### src/rtl/txd_pkg.sv
package txd_pkg;
  localparam int CNT_W   = 13;
  localparam int NCC_W   = 4;
  localparam int WORD_W  = 32;
  localparam int POS_OWN = 13;
  localparam int POS_TUN = 14;
  localparam int POS_TOK = 15;
  localparam int POS_ABT = 16;
  localparam int POS_OWC = 17;
  localparam int POS_HBT = 18;
  localparam int POS_CRS = 19;
  localparam int POS_NCC = 20;
  localparam int NCC_MAX = (1 << NCC_W) - 1;

  typedef struct packed {
    logic             ok;
    logic             underrun;
    logic             abort;
    logic             owc;
    logic             hbt;
    logic             crs;
    logic [NCC_W-1:0] ncc;
  } txd_cmp_t;
endpackage

### src/rtl/txd_slot.sv
module txd_slot
  import txd_pkg::*;
(
  input  logic              clk,
  input  logic              rst,
  input  logic              wr_hit,
  input  logic [CNT_W-1:0]  wr_count,
  input  logic              cmp_hit,
  input  txd_cmp_t          cmp,
  output logic [WORD_W-1:0] word
);
  logic [CNT_W-1:0] count;
  logic             own, tun, tok, abt, owc, hbt, crs;
  logic [NCC_W-1:0] ncc;

  always_ff @(posedge clk) begin
    if (rst) begin
      count <= '0;
      own   <= 1'b1;
      {tun, tok, abt, owc, hbt, crs} <= '0;
      ncc   <= '0;
    end else if (wr_hit) begin
      count <= wr_count;
      own   <= 1'b0;
      {tun, tok, abt, owc, hbt, crs} <= '0;
      ncc   <= '0;
    end else if (cmp_hit) begin
      own <= 1'b1;
      tun <= cmp.underrun;
      tok <= cmp.ok & ~cmp.underrun & ~cmp.abort;
      abt <= cmp.abort;
      owc <= cmp.owc;
      hbt <= cmp.hbt;
      crs <= cmp.crs;
      ncc <= cmp.ncc;
    end
  end

  always_comb begin
    word = '0;
    word[CNT_W-1:0]           = count;
    word[POS_OWN]             = own;
    word[POS_TUN]             = tun;
    word[POS_TOK]             = tok;
    word[POS_ABT]             = abt;
    word[POS_OWC]             = owc;
    word[POS_HBT]             = hbt;
    word[POS_CRS]             = crs;
    word[POS_NCC+NCC_W-1:POS_NCC] = ncc;
  end

  assert_wr_loads_R3: assert property (@(posedge clk) disable iff (rst)
    wr_hit |=> word[CNT_W-1:0] == $past(wr_count));
  assert_wr_clears_R4: assert property (@(posedge clk) disable iff (rst)
    wr_hit |=> word[WORD_W-1:CNT_W] == '0);
  assert_done_owns_R5: assert property (@(posedge clk) disable iff (rst)
    (cmp_hit && !wr_hit) |=> (word[POS_OWN] && $stable(word[CNT_W-1:0])));
  assert_tun_no_tok_R6: assert property (@(posedge clk) disable iff (rst)
    (cmp_hit && !wr_hit && cmp.underrun) |=> (word[POS_TUN] && !word[POS_TOK]));
endmodule

### src/rtl/txd_rr_ptr.sv
module txd_rr_ptr #(
  parameter int N     = 4,
  localparam int IDX_W = (N > 1) ? $clog2(N) : 1
) (
  input  logic             clk,
  input  logic             rst,
  input  logic             step,
  output logic [IDX_W-1:0] ptr
);
  localparam logic [IDX_W-1:0] LAST = IDX_W'(N - 1);

  always_ff @(posedge clk) begin
    if (rst)       ptr <= '0;
    else if (step) ptr <= (ptr == LAST) ? '0 : ptr + 1'b1;
  end

  assert_ptr_wrap_R9: assert property (@(posedge clk) disable iff (rst)
    (step && ptr == LAST) |=> ptr == '0);
  assert_ptr_step_R9: assert property (@(posedge clk) disable iff (rst)
    (step && ptr != LAST) |=> ptr == $past(ptr) + 1'b1);
  assert_ptr_hold_R9: assert property (@(posedge clk) disable iff (rst)
    !step |=> $stable(ptr));
endmodule

### src/rtl/txd_irq.sv
module txd_irq
  import txd_pkg::*;
(
  input  logic     clk,
  input  logic     rst,
  input  logic     done,
  input  txd_cmp_t cmp,
  output logic     irq_ok,
  output logic     irq_err
);
  logic good;
  assign good = cmp.ok & ~cmp.underrun & ~cmp.abort;

  always_ff @(posedge clk) begin
    if (rst) begin
      irq_ok  <= 1'b0;
      irq_err <= 1'b0;
    end else begin
      irq_ok  <= done & good;
      irq_err <= done & ~good;
    end
  end

  assert_irq_excl_R8: assert property (@(posedge clk) disable iff (rst)
    $onehot0({irq_ok, irq_err}));
  assert_irq_cause_R8: assert property (@(posedge clk) disable iff (rst)
    (irq_ok || irq_err) |-> $past(done));
  assert_irq_every_R8: assert property (@(posedge clk) disable iff (rst)
    done |=> (irq_ok || irq_err));
endmodule

### src/rtl/txdesc_status_bank.sv
module txdesc_status_bank
  import txd_pkg::*;
#(
  parameter int NUM_DESC  = 4,
  parameter int ADDR_W    = 8,
  parameter int BASE_ADDR = 'h10,
  localparam int IDX_W    = (NUM_DESC > 1) ? $clog2(NUM_DESC) : 1
) (
  input  logic              clk,
  input  logic              rst,
  input  logic              host_wr_en,
  input  logic [ADDR_W-1:0] host_wr_addr,
  input  logic [3:0]        host_wr_be,
  input  logic [WORD_W-1:0] host_wr_data,
  input  logic [ADDR_W-1:0] host_rd_addr,
  output logic [WORD_W-1:0] host_rd_data,
  input  logic              dma_done,
  input  logic [IDX_W-1:0]  dma_idx,
  input  logic              dma_ok,
  input  logic              dma_underrun,
  input  logic              dma_abort,
  input  logic              dma_owc,
  input  logic              dma_hbt_lost,
  input  logic              dma_crs_lost,
  input  logic [NCC_W:0]    dma_coll,
  output logic [IDX_W-1:0]  next_desc,
  output logic              irq_tx_ok,
  output logic              irq_tx_err
);
  localparam int LO = BASE_ADDR;
  localparam int HI = BASE_ADDR + 4 * NUM_DESC;

  logic                           wr_in, rd_in, wr_full;
  logic [IDX_W-1:0]               wr_idx, rd_idx;
  logic [NUM_DESC-1:0][WORD_W-1:0] words;
  txd_cmp_t                       cmp;
  logic                           unused_hi;

  assign unused_hi = ^host_wr_data[WORD_W-1:CNT_W];

  assign wr_full = (host_wr_be == 4'hF);
  assign wr_in   = (int'(host_wr_addr) >= LO) && (int'(host_wr_addr) < HI) &&
                   (host_wr_addr[1:0] == 2'b00);
  assign rd_in   = (int'(host_rd_addr) >= LO) && (int'(host_rd_addr) < HI) &&
                   (host_rd_addr[1:0] == 2'b00);
  assign wr_idx  = IDX_W'((int'(host_wr_addr) - LO) >> 2);
  assign rd_idx  = IDX_W'((int'(host_rd_addr) - LO) >> 2);

  always_comb begin
    cmp.ok       = dma_ok;
    cmp.underrun = dma_underrun;
    cmp.abort    = dma_abort;
    cmp.owc      = dma_owc;
    cmp.hbt      = dma_hbt_lost;
    cmp.crs      = dma_crs_lost;
    cmp.ncc      = (int'(dma_coll) > NCC_MAX) ? NCC_W'(NCC_MAX) : dma_coll[NCC_W-1:0];
  end

  for (genvar i = 0; i < NUM_DESC; i++) begin : g_slot
    txd_slot u_slot (
      .clk      (clk),
      .rst      (rst),
      .wr_hit   (host_wr_en && wr_full && wr_in && (wr_idx == IDX_W'(i))),
      .wr_count (host_wr_data[CNT_W-1:0]),
      .cmp_hit  (dma_done && (dma_idx == IDX_W'(i))),
      .cmp      (cmp),
      .word     (words[i])
    );
  end

  always_ff @(posedge clk) begin
    if (rst)        host_rd_data <= '0;
    else if (rd_in) host_rd_data <= words[rd_idx];
    else            host_rd_data <= '0;
  end

  txd_rr_ptr #(.N(NUM_DESC)) u_ptr (
    .clk  (clk),
    .rst  (rst),
    .step (dma_done),
    .ptr  (next_desc)
  );

  txd_irq u_irq (
    .clk     (clk),
    .rst     (rst),
    .done    (dma_done),
    .cmp     (cmp),
    .irq_ok  (irq_tx_ok),
    .irq_err (irq_tx_err)
  );

  assert_partial_ignored_R3: assert property (@(posedge clk) disable iff (rst)
    (host_wr_en && !wr_full && !dma_done) |=> $stable(words));
  assert_outside_ignored_R2: assert property (@(posedge clk) disable iff (rst)
    (host_wr_en && !wr_in && !dma_done) |=> $stable(words));
  assert_ncc_sat_R7: assert property (@(posedge clk) disable iff (rst)
    (dma_done && int'(dma_coll) > NCC_MAX) |-> cmp.ncc == NCC_W'(NCC_MAX));
endmodule

### config.mk
export PLATFORM = sky130hd
export DESIGN_NAME = txdesc_status_bank
export DESIGN_NICKNAME = d
export VERILOG_FILES = /design/src/rtl/txd_pkg.sv /design/src/rtl/txd_slot.sv /design/src/rtl/txd_rr_ptr.sv /design/src/rtl/txd_irq.sv /design/src/rtl/txdesc_status_bank.sv
export SDC_FILE = /design/constraint.sdc
export NUM_CORES = 1
export LEC_CHECK = 0
export ABC_CLOCK_PERIOD_IN_PS = 4200
export BUFFER_PORTS_ARGS = -buffer_cell sky130_fd_sc_hd__buf_2
export CELL_PAD_IN_SITES_DETAIL_PLACEMENT = 0
export CELL_PAD_IN_SITES_GLOBAL_PLACEMENT = 1
export CORE_UTILIZATION = 46
export CTS_CLUSTER_DIAMETER = 80
export CTS_CLUSTER_SIZE = 8
export DETAILED_ROUTE_END_ITERATION = 12
export HOLD_SLACK_MARGIN = 0.15
export PLACE_DENSITY_LB_ADDON = 0.1
export SETUP_SLACK_MARGIN = 0.4
export SYNTH_ARGS = -nofsm -noshare
export SYNTH_HDL_FRONTEND = slang
export SYNTH_SLANG_ARGS = --single-unit
### constraint.sdc
create_clock -name clk -period 4.2 [get_ports clk]
set_clock_uncertainty 0.2 [all_clocks]
set_input_delay 0.84 -clock clk [delete_from_list [all_inputs] [get_ports clk]]
set_output_delay 0.84 -clock clk [all_outputs]
set_load 0.02 [all_outputs]
Yosys cells after proc, flatten, opt, wreduce, memory -nomap -nowiden

Index checks and enable logic that the tools add are counted.

Logic and storage cells: 104
Register bits: 132
Output and inout port bits: 36
Input port bits: 69

Add/sub/neg operators: 3
Mux-type cells: 12
Bitwise gates (word level): 8
Equal/unequal tests: 8
$lt $le $gt $ge: 6
Reductions and logical operators: 27

Operator list:

| cell                                                                             | number |
|---|---|
| 32-bit binary-select mux with 2-bit select                                       | 1 |
| 32-bit two-way mux                                                               | 1 |
| 8-bit by 5-bit >= comparator with 1-bit output (second input constant)           | 2 |
| 8-bit by 6-bit < comparator with 1-bit output (second input constant)            | 2 |
| 1-bit logical AND                                                                | 14 |
| 2-bit equality test (second input constant)                                      | 5 |
| 2-bit OR reduction                                                               | 5 |
| 2-bit logical NOT                                                                | 4 |
| 1-bit two-way mux                                                                | 8 |
| 2-bit nonzero test                                                               | 4 |
| 4-bit by 1-bit subtractor with 4-bit output (second input constant)              | 2 |
| 5-bit by 4-bit greater-than comparator with 1-bit output (second input constant) | 1 |
| 1-bit bitwise AND                                                                | 4 |
| 2-bit by 1-bit equality test with 1-bit output (second input constant)           | 2 |
| 4-bit equality test (second input constant)                                      | 1 |
| 4-bit two-way mux                                                                | 1 |
| 1-bit inverter                                                                   | 4 |
| 2-bit by 3-bit < comparator with 1-bit output (second input constant)            | 1 |
| 2-bit by 1-bit adder with 2-bit output (second input constant)                   | 1 |
| 2-bit two-way mux                                                                | 1 |

Depth between registers and ports, before layout

Gate-level depths: netlist of run 1.

Word-level depth: 6
Depth in mapped cells: 6
Mapped depth without buffers: 4

Cells and area by module

A second synthesis of run 1 with hierarchy kept.

Cell total of the unflattened synthesis: 525
Area total of the unflattened synthesis: 5903.2 sq um

Modules (own cells, without submodules):

| module             | cells an instance | sequential area each (sq um) | instances | area an instance (sq um) |
|---|---|---|---|---|
| txd_slot           | 95                | 480.5                        | 4         | 985.9 |
| txdesc_status_bank | 131               | 640.6                        | 1         | 1803.0 |
| txd_rr_ptr         | 8                 | 40.0                         | 1         | 86.3 |
| txd_irq            | 6                 | 40.0                         | 1         | 70.1 |

Worst setup path before layout of run 1

OpenSTA, ideal clock, no wires.

Kind: input port to flip-flop
Start: input host_wr_addr[7]
End: register g_slot[0].u_slot.count[2]
Library setup time: 121 ps
Data required time: 3879 ps
Arrival: 2406 ps
Stages on the path: 6
Setup slack: 1473 ps
Buffers on the path: 3
Path through: or4b_4 > buf_6 > or4_4 > buf_6 > buf_12 > mux2i_1

Word-level cells in the longest chain between the ends: 5
Elaborated cells on any way between the ends: 6
Those cells by class: 2 x order compare; 4 x reduce/logical

Ends and longest elaborated chain:

| what                                                                                                            | line                     | text |
|---|---|---|
| start, declared                                                                                                 | txdesc_status_bank.sv:12 | `input logic [ADDR_W-1:0] host_wr_addr,` |
| 8-bit by 5-bit >= comparator with 1-bit output or 8-bit by 6-bit < comparator with 1-bit output (tied branches) | txdesc_status_bank.sv:42 | `assign wr_in = (int'(host_wr_addr) >= LO) && (int'(host_wr_addr) < HI) &&` |
| 1-bit logical AND * (2 in series)                                                                               | txdesc_status_bank.sv:42 |  |
| 1-bit logical AND * (2 in series)                                                                               | txdesc_status_bank.sv:63 | `.wr_hit (host_wr_en && wr_full && wr_in && (wr_idx == IDX_W'(i))),` |
| end signal, assigned                                                                                            | txd_slot.sv:23           | `count <= wr_count;` |
| end, declared                                                                                                   | txd_slot.sv:12           | `logic [CNT_W-1:0] count;` |

Every way passes the cells marked *; elsewhere a longest branch is shown, timed or not.
A chain may end at the register's enable or synchronous reset.

Worst setup path after layout of run 1

Start: input host_wr_addr[7]
End: register g_slot[1].u_slot.count[7]

Word-level cells in the longest chain between the ends: 5
Elaborated cells on any way between the ends: 6
Those cells by class: 2 x order compare; 4 x reduce/logical

Ends and longest elaborated chain:

| what                                                                                                            | line |
|---|---|
| 8-bit by 5-bit >= comparator with 1-bit output or 8-bit by 6-bit < comparator with 1-bit output (tied branches) | txdesc_status_bank.sv:42 |
| 1-bit logical AND * (2 in series)                                                                               | txdesc_status_bank.sv:42 |
| 1-bit logical AND * (2 in series)                                                                               | txdesc_status_bank.sv:63 |
| end signal, assigned                                                                                            | txd_slot.sv:23 |
| end, declared                                                                                                   | txd_slot.sv:12 |

Marked as above.

==> metrics.md, run 1 <==
| Metric | Value |
|---|---|
| Outcome | `complete, no violations` |
| Reg2Reg Depth | `2` |
| Vias in the first global route | `3553` |
| Routed len/inst | `17.0 microns` |
| Yosys reg bits | `124` |
| TritonCTS Buffers | `17` |
| Fraction of layout cells with a size suffix above 1 | `0.276` |
| Gr usage total | `0.208` |
| Hold Path Cell Cnt | `2` |
| Worst Hold Slack | `0.272 ns` |
| Boundary pin count | `105` |
| Hpwl dp | `6.85 mm` |
| Core area | `11000 sq um` |
| DR iter-0 viols | `100` |
| Synth Instances | `464` |
| Reg clk slew, reported paths | `0.05 ns` |
| Power Density | `454 nW/um^2` |
| Minimum clock period | `2.44 ns` |
| # diodes | `0` |
| WS Path Type | `input port to register` |
| Area growth syn-to-layout | `18.2%` |
| DRT Pass-1 Iters | `5` |
| Synth Flop Type | `dfxtp_1` |
| Yosys top cell by area | `dfxtp_1` |
| R2r setup slk | `2.91 ns` |
| Post-Syn Area per Cell | `11.4 sq um` |
| Starting Density | `0.479` |
| Maximum buffer depth of the clock tree | `2` |
| DR vias/cell | `5.31` |
| H-tree depth | `4` |
| Min-delay worst type | `register to register` |
| Resized Gates After CTS | `0` |
| Share of the synthesized area in the top cell type | `0.470` |
| Overflow after GRT | `0` |
| Synthesized cell area | `5280 sq um` |
| Reg2Reg Capture Point | `host_rd_data[22]$_SDFF_PP0_` |
| Vias | `3588` |
| DRC viols | `0` |
| RSZ-0062 raised after global routing | `no` |
| Largest net degree at the start of global routing | `114` |
| Clock tree root buffer cell | `clkbuf_16` |
| Clock tree from TritonCTS | `done` |
| Register area share after synthesis | `0.470` |
| Worst Setup End Kind | `register` |
| Maximum vdd ir drop | `314 uV` |
| CP max FO | `9` |
| Finished Cell Area | `6240 sq um` |
| Final wirelength | `11.5 mm` |
| Slew headroom | `0.332` |
| # Max-Cap Violations | `0` |
| Post-CTS Setup Inserts | `0` |
| Fin nets | `593` |
| Final antenna-violating net count | `0` |
| Reg-to-Reg Start | `g_slot[3].u_slot.ncc[2]$_SDFFE_PP0P_` |
| Most numerous cell in the Yosys netlist | `dfxtp_1` |
| Synth cell count leaders | `dfxtp_1 (124), mux2i_1 (78), nand2b_1 (67)` |
| Worst Hold End | `g_slot[2].u_slot.count[7]$_SDFFE_PP0P_` |
| Final Max Slew Viols | `0` |
| Die H | `109 microns` |
| Clk sinks | `124` |
| Tcrit/Tclk final | `0.581` |
| Synth unique cells | `29` |
| Crit path arrival time | `2.52 ns` |
| # setup viols final | `0` |
| Area contributors post-synth | `dfxtp_1 (47%), mux2i_1 (15%), mux4_2 (10%)` |
| Least-Margin Pin Slew | `0.999 ns` |
| Setup tns final | `0 ns` |
| Global-route wire length before repair | `18.3 mm` |
| Number of port buffers | `77` |
| Initial antenna violation count | `0` |
| CP Launch Type | `input port` |
| Fillers | `969` |
| Die X | `109 microns` |
| Ys Warns | `0` |
| Hold Vio Cnt, Final | `0` |
| Die area | `11900 sq um` |
| Leak | `2.80 nW` |
| Clock latency on the worst-skew pair | `0.41 ns` |
| Post-synth EDFFs | `0` |
| Highest Clock Rate | `410 MHz` |
| Row count | `38` |
| Hold_buf cts | `0` |
| Placed Area | `5640 sq um` |
| Routability congestion estimate | `0.696` |
| Worst path required time | `4.28 ns` |
| HP Start | `g_slot[2].u_slot.count[7]$_SDFFE_PP0P_` |
| Synth async-reset ratio | `0` |
cell usage in the layout (no fill, tap or decap):
master      instances
nor2_1             27
buf_2              77
clkbuf_16          17
nor4_4              1
and3b_1             3
clkbuf_8            2
conb_1              8
nor3b_1             2
nor3_1             24
nor3_4              1
clkinvlp_4          5
or4b_4              1
nand2b_1           67
bufinv_16           3
or2_2               1
ha_1                1
a2111oi_0          16
nor4_1              4
o21bai_1            4
mux4_2             24
or3b_2              1
and3_1             25
nor4b_2             1
dfxtp_1           124
clkbuf_1            2
mux2i_1            78
nor3b_2             1
buf_4               7
nand2_1             1
nand4_1             1
clkinv_2            3
or4_4               3
or4_1               1
power breakdown:
| group | internal, mW | switching [mW] | total [mW] | leakage [nW] |
|---|---|---|---|---|
| sequential | 1.20 | 0.00894 | 1.20 | 1.00 |
| combinational | 0.0686 | 0.0891 | 0.158 | 1.51 |
| clock | 0.960 | 0.509 | 1.47 | 0.281 |
| total | 2.22 | 0.607 | 2.83 | 2.80 |
per-stage QoR:
| stage | worst slack (ns) | power (mW) | utilization | cells |
|---|---|---|---|---|
| detailed placement | 1.34 | 1.39 | 0.511 | 644 |
| global route | 1.74 | 2.93 | 0.566 | 676 |
| finish | 1.76 | 2.83 | 0.566 | 676 |
| CTS | 1.77 | 2.86 | 0.566 | 676 |
| global placement | 1.34 | 1.38 | 0.511 | 644 |
| floorplan | 1.47 | 1.34 | - | 471 |
how the worst max path moves through the flow:
stage                     from                                      end  slack [ns]  cells past startpoint
2_1_floorplan  host_wr_addr[7]   g_slot[0].u_slot.count[2]$_SDFFE_PP0P_        1.47                      6
3_3_place_gp   host_wr_addr[7]  g_slot[1].u_slot.count[12]$_SDFFE_PP0P_        1.34                      4
3_5_place_dp   host_wr_addr[7]  g_slot[1].u_slot.count[12]$_SDFFE_PP0P_        1.34                      4
4_1_cts        host_wr_addr[7]   g_slot[1].u_slot.count[7]$_SDFFE_PP0P_        1.77                      4
5_1_grt        host_wr_addr[7]   g_slot[1].u_slot.count[7]$_SDFFE_PP0P_        1.74                      4
6_report       host_wr_addr[7]   g_slot[1].u_slot.count[7]$_SDFFE_PP0P_        1.76                      4
logic make-up (layout without fill, tap and decap cells):
family,count (synthesis),in the layout,synth area share
other,1,8,0.000710
DFF,124,124,0.470
muxes,102,102,0.250
AOI/OAI and AO/OA,20,20,0.0322
buffers and inverters,51,116,0.0576
and+or+nand+nor,165,165,0.187
adders and majority gates,1,1,0.00237
worst max-delay path, cell delays in order:
cell and delay, ns:
buf_2 0.09, or4b_4 0.60, or4_1 0.78, mux2i_1 0.19
routing by layer:
| layer | track usage | vias up | wire length, microns |
|---|---|---|---|
| met4 | 0.0714 | 0 | 164 |
| li1 | - | 1764 | - |
| met2 | 0.346 | 77 | 5620 |
| met3 | 0.0598 | 16 | 461 |
| met5 | 0 | - | 0 |
| met1 | 0.256 | 1731 | 5270 |
state kept, by name, summed over array words and instances, names as in the netlist:
signal               flops
g_slot.u_slot.owc        4
g_slot.u_slot.ncc       16
g_slot.u_slot.hbt        4
g_slot.u_slot.count     52
g_slot.u_slot.abt        4
u_ptr.ptr                2
g_slot.u_slot.tun        4
u_irq.irq_ok             1
g_slot.u_slot.own        4
g_slot.u_slot.tok        4
u_irq.irq_err            1
host_rd_data            24
g_slot.u_slot.crs        4
final cells by class:
| cell class | instances | area (sq um) | area share |
|---|---|---|---|
| Clock buffer | 21 | 460 | 0.0738 |
| Clock inverter | 11 | 143 | 0.0229 |
| Multi-Input combinational cell | 296 | 2540 | 0.407 |
| Sequential cell | 124 | 2480 | 0.398 |
| Tap cell | 140 | 175 | 0.0281 |
| Timing Repair Buffer | 84 | 438 | 0.0702 |
Power figures use the tool's default switching activity.
==> run 2: changes to the inputs <==
--- a/config.mk
+++ b/config.mk
@@ -5,11 +5,11 @@
 export SDC_FILE = /design/constraint.sdc
 export NUM_CORES = 1
 export LEC_CHECK = 0
-export ABC_CLOCK_PERIOD_IN_PS = 4200
+export ABC_CLOCK_PERIOD_IN_PS = 2300
 export BUFFER_PORTS_ARGS = -buffer_cell sky130_fd_sc_hd__buf_2
 export CELL_PAD_IN_SITES_DETAIL_PLACEMENT = 0
 export CELL_PAD_IN_SITES_GLOBAL_PLACEMENT = 1
-export CORE_UTILIZATION = 46
+export CORE_UTILIZATION = 43
 export CTS_CLUSTER_DIAMETER = 80
 export CTS_CLUSTER_SIZE = 8
 export DETAILED_ROUTE_END_ITERATION = 12
==> constraint.sdc (replaced) <==
create_clock -name clk -period 2.3 [get_ports clk]
set_clock_uncertainty 0.2 [all_clocks]
set_input_delay 0.46 -clock clk [delete_from_list [all_inputs] [get_ports clk]]
set_output_delay 0.46 -clock clk [all_outputs]
set_load 0.02 [all_outputs]
==> metrics.md, run 2 (synthesis results as in run 1) <==
| Metric | Value |
|---|---|
| Vias in the first global route | `3828 (+7.7%)` |
| # Max-Cap Violations | `0 (unchanged)` |
| Largest delay share family, worst path | `simple AND/OR/NAND/NOR gates` |
| Reg2Reg Capture Point | `host_rd_data[15]$_SDFF_PP0_` |
| Finished Layout Cells | `697 (+3.1%)` |
| Maximum buffer depth of the clock tree | `2 (unchanged)` |
| DR vias/cell | `5.29 (-0.39%)` |
| Hold Vio Cnt, Final | `0 (unchanged)` |
| Commonest cells after routing, fill and taps aside | `dfxtp_1 (124), mux2i_1 (78), buf_2 (77), nand2b_1 (67), nor2_1 (27)` |
| Routability congestion estimate | `0.727 (+4.4%)` |
| Row count | `40 (+5.3%)` |
| Crit path top cell by count | `buf_4` |
| Grt peak-use layer | `met2` |
| TritonCTS Buffers | `17 (unchanged)` |
| Reg2Reg Depth | `2 (unchanged)` |
| Cell count after placement | `668 (+3.7%)` |
| Stages on the worst setup path | `6 (+2)` |
| Number of port buffers | `77 (unchanged)` |
| H-tree depth | `4 (unchanged)` |
| Routing usage on met2 | `0.345 (-0.000644)` |
| CP Launch Type | `input port` |
| Reg clk slew, reported paths | `0.05 ns (about the same)` |
| CP max stage delay | `0.57 ns (-0.21 ns)` |
| Sw power | `1.05 mW (+73%)` |
| DRT Pass-1 Iters | `4 (-1)` |
| Hpwl dp | `7.40 mm (+8.0%)` |
| DRC viols | `0 (unchanged)` |
| Clock power frac | `0.482 (-0.037)` |
| CP max FO | `11 (+2)` |
| Final wirelength | `11.7 mm (+1.8%)` |
| Boundary pin count | `105 (unchanged)` |
| Cell Chain, Critical Path | `buf_2, or4b_4, buf_4, nor4_1, buf_4, a2111oi_0` |
| RSZ-0062 raised after global routing | `yes` |
| Worst path required time | `2.37 ns (-1.91 ns)` |
| Clock tree root buffer cell | `clkbuf_16` |
| Setup WS pre-CTS | `-0.0524 ns (-1.39 ns)` |
| Maximum vdd ir drop | `525 uV (+67%)` |
| Regs by FF count | `g_slot.u_slot.count: 52 flops, host_rd_data: 24 flops, g_slot.u_slot.ncc: 16 flops` |
| Die X | `113 microns (+3.4%)` |
| Met1 Track Usage GR | `0.249 (-0.00674)` |
| Overall Power | `4.84 mW (+71%)` |
| Reg-to-Reg Start | `g_slot[3].u_slot.tok$_SDFFE_PP0P_` |
| # setup viols final | `0 (unchanged)` |
| Gr usage total | `0.206 (-0.00153)` |
| Cell-internal power | `3.79 mW (+71%)` |
| Die H | `113 microns (+3.4%)` |
| Fin nets | `610 (+2.9%)` |
| # diodes | `0 (unchanged)` |
| Outcome | `complete, no violations` |
| Seq pwr share | `0.454 (+0.029)` |
| Clock latency on the worst-skew pair | `0.41 ns (about the same)` |
| Largest Register | `g_slot.u_slot.count` |
| Hold_buf cts | `0 (unchanged)` |
| Die area | `12700 sq um (+6.8%)` |
| Worst Hold End | `g_slot[3].u_slot.count[8]$_SDFFE_PP0P_` |
| Setup tns final | `0 ns (unchanged)` |
| GRT met3 Usage | `0.0616 (+0.00182)` |
| Switching Fraction | `0.217 (+0.00286)` |
| Worst Path Buf+Inv | `3 (+2)` |
| Crit path arrival time | `1.97 ns (-0.55 ns)` |
| Final antenna-violating net count | `0 (unchanged)` |
| Overflow after GRT | `0 (unchanged)` |
| Setup ws final | `0.398 ns (-1.36 ns)` |
| HP Start | `host_wr_data[8]` |
| Combinational cell fraction of total power | `0.063 (+0.007)` |
| Leak | `2.87 nW (+2.4%)` |
| DR iter-0 viols | `212 (+110%)` |
| Vias | `3685 (+2.7%)` |
| Largest net degree at the start of global routing | `60 (-47%)` |
| Area growth syn-to-layout | `19.8%` |
| Worst Setup End Kind | `register` |
| Starting Density | `0.440 (-0.0391)` |
| Power Density | `766 nW/um^2 (+69%)` |
| Minimum clock period | `1.90 ns` |
| Crit-path slowest cell | `or4b_4` |
| R2r setup slk | `0.98 ns (-1.93 ns)` |
| Clock tree from TritonCTS | `done` |
| Min-delay worst type | `input port to register` |
| Fin util | `0.527 (-0.0392)` |
| WS Path Type | `input port to register` |
| Routed len/inst | `16.8 microns (-1.3%)` |
| Commonest non-fill, non-tap cell in the layout | `dfxtp_1` |
| Core area | `12000 sq um (+8.9%)` |
| Max reg flops | `52 (unchanged)` |
| Hold Path Cell Cnt | `3 (+1)` |
| Highest Clock Rate | `526 MHz` |
| Global-route wire length before repair | `19.7 mm (+7.9%)` |
| Clk sinks | `124 (unchanged)` |
| Tcrit/Tclk final | `0.827` |
| Initial antenna violation count | `0 (unchanged)` |
| Final Max Slew Viols | `0 (unchanged)` |
| Fraction of layout cells with a size suffix above 1 | `0.287 (+0.0112)` |
-- run 2: changes by cell type in the layout (fill, tap and decap cells not counted) --
cell and delta:
buf_4 +13, clkinvlp_4 -5, clkbuf_1 +4, buf_12 +3, bufinv_16 -3, clkbuf_8 +2, buf_6 +1, clkinv_2 -1
nor3_2 +1, nor3_4 -1, or3b_2 -1, or3b_4 +1
-- run 2: metrics by stage --
stage | hold WS [ns] | cell area, sq um
3_5_place_dp | 0.264 | 5810
3_3_place_gp | 0.256 | 5810
6_report | 0.183 | 6320
4_1_cts | 0.167 | 6320
2_1_floorplan | 0.246 | 5360
5_1_grt | 0.179 | 6320
-- run 2: area by class of cell --
| type | instances | area (sq um) |
|---|---|---|
| Multi-Input combinational cell | 296 | 2540 |
| Clock buffer | 27 | 503 |
| Clock inverter | 2 | 10.0 |
| Tap cell | 147 | 184 |
| Fill cell | 1059 | 5690 |
| Sequential cell | 124 | 2480 |
| Timing Repair Buffer | 101 | 607 |
-- run 2: power by group through the flow --
stage	registers [mW]	clock network, mW	logic, mW
finish	2.20	2.34	0.307
global route	2.20	2.48	0.340
CTS	2.20	2.38	0.310
detailed placement	2.24	0	0.309
global placement	2.24	0	0.303
floorplan	2.25	0	0.204
-- run 2: worst reg2reg max path, cell delays in order, from the launching register on --
cell	delay (ns)
dfxtp_1	0.31
mux4_2	0.45
and3_1	0.23
-- run 2: worst max path at each step --
stage | endpoint | start | slack (ns)
floorplan | g_slot[0].u_slot.count[2]$_SDFFE_PP0P_ | host_wr_addr[7] | 0.07
global placement | g_slot[1].u_slot.count[11]$_SDFFE_PP0P_ | host_wr_addr[7] | -0.05
detailed placement | g_slot[1].u_slot.count[9]$_SDFFE_PP0P_ | host_wr_addr[7] | -0.05
CTS | g_slot[1].u_slot.count[11]$_SDFFE_PP0P_ | host_wr_addr[7] | 0.40
global route | g_slot[1].u_slot.count[10]$_SDFFE_PP0P_ | host_wr_addr[7] | 0.36
finish | g_slot[2].u_slot.ncc[1]$_SDFFE_PP0P_ | host_wr_addr[7] | 0.40
-- run 2: per-layer routing --
metal,wire [microns],part of all wire,up-vias
met3,389,0.033,15
met4,194,0.017,0
met2,5810,0.49,79
li1,-,-,1797
met5,0,0,-
met1,5340,0.46,1794
-- run 2: repair_timing --
item,4_1_cts,5_1_grt
hold endpoints to repair,0,0
resized for setup,1,0
setup buffers,0,0
cloned,0,0
setup endpoints to repair,6,16
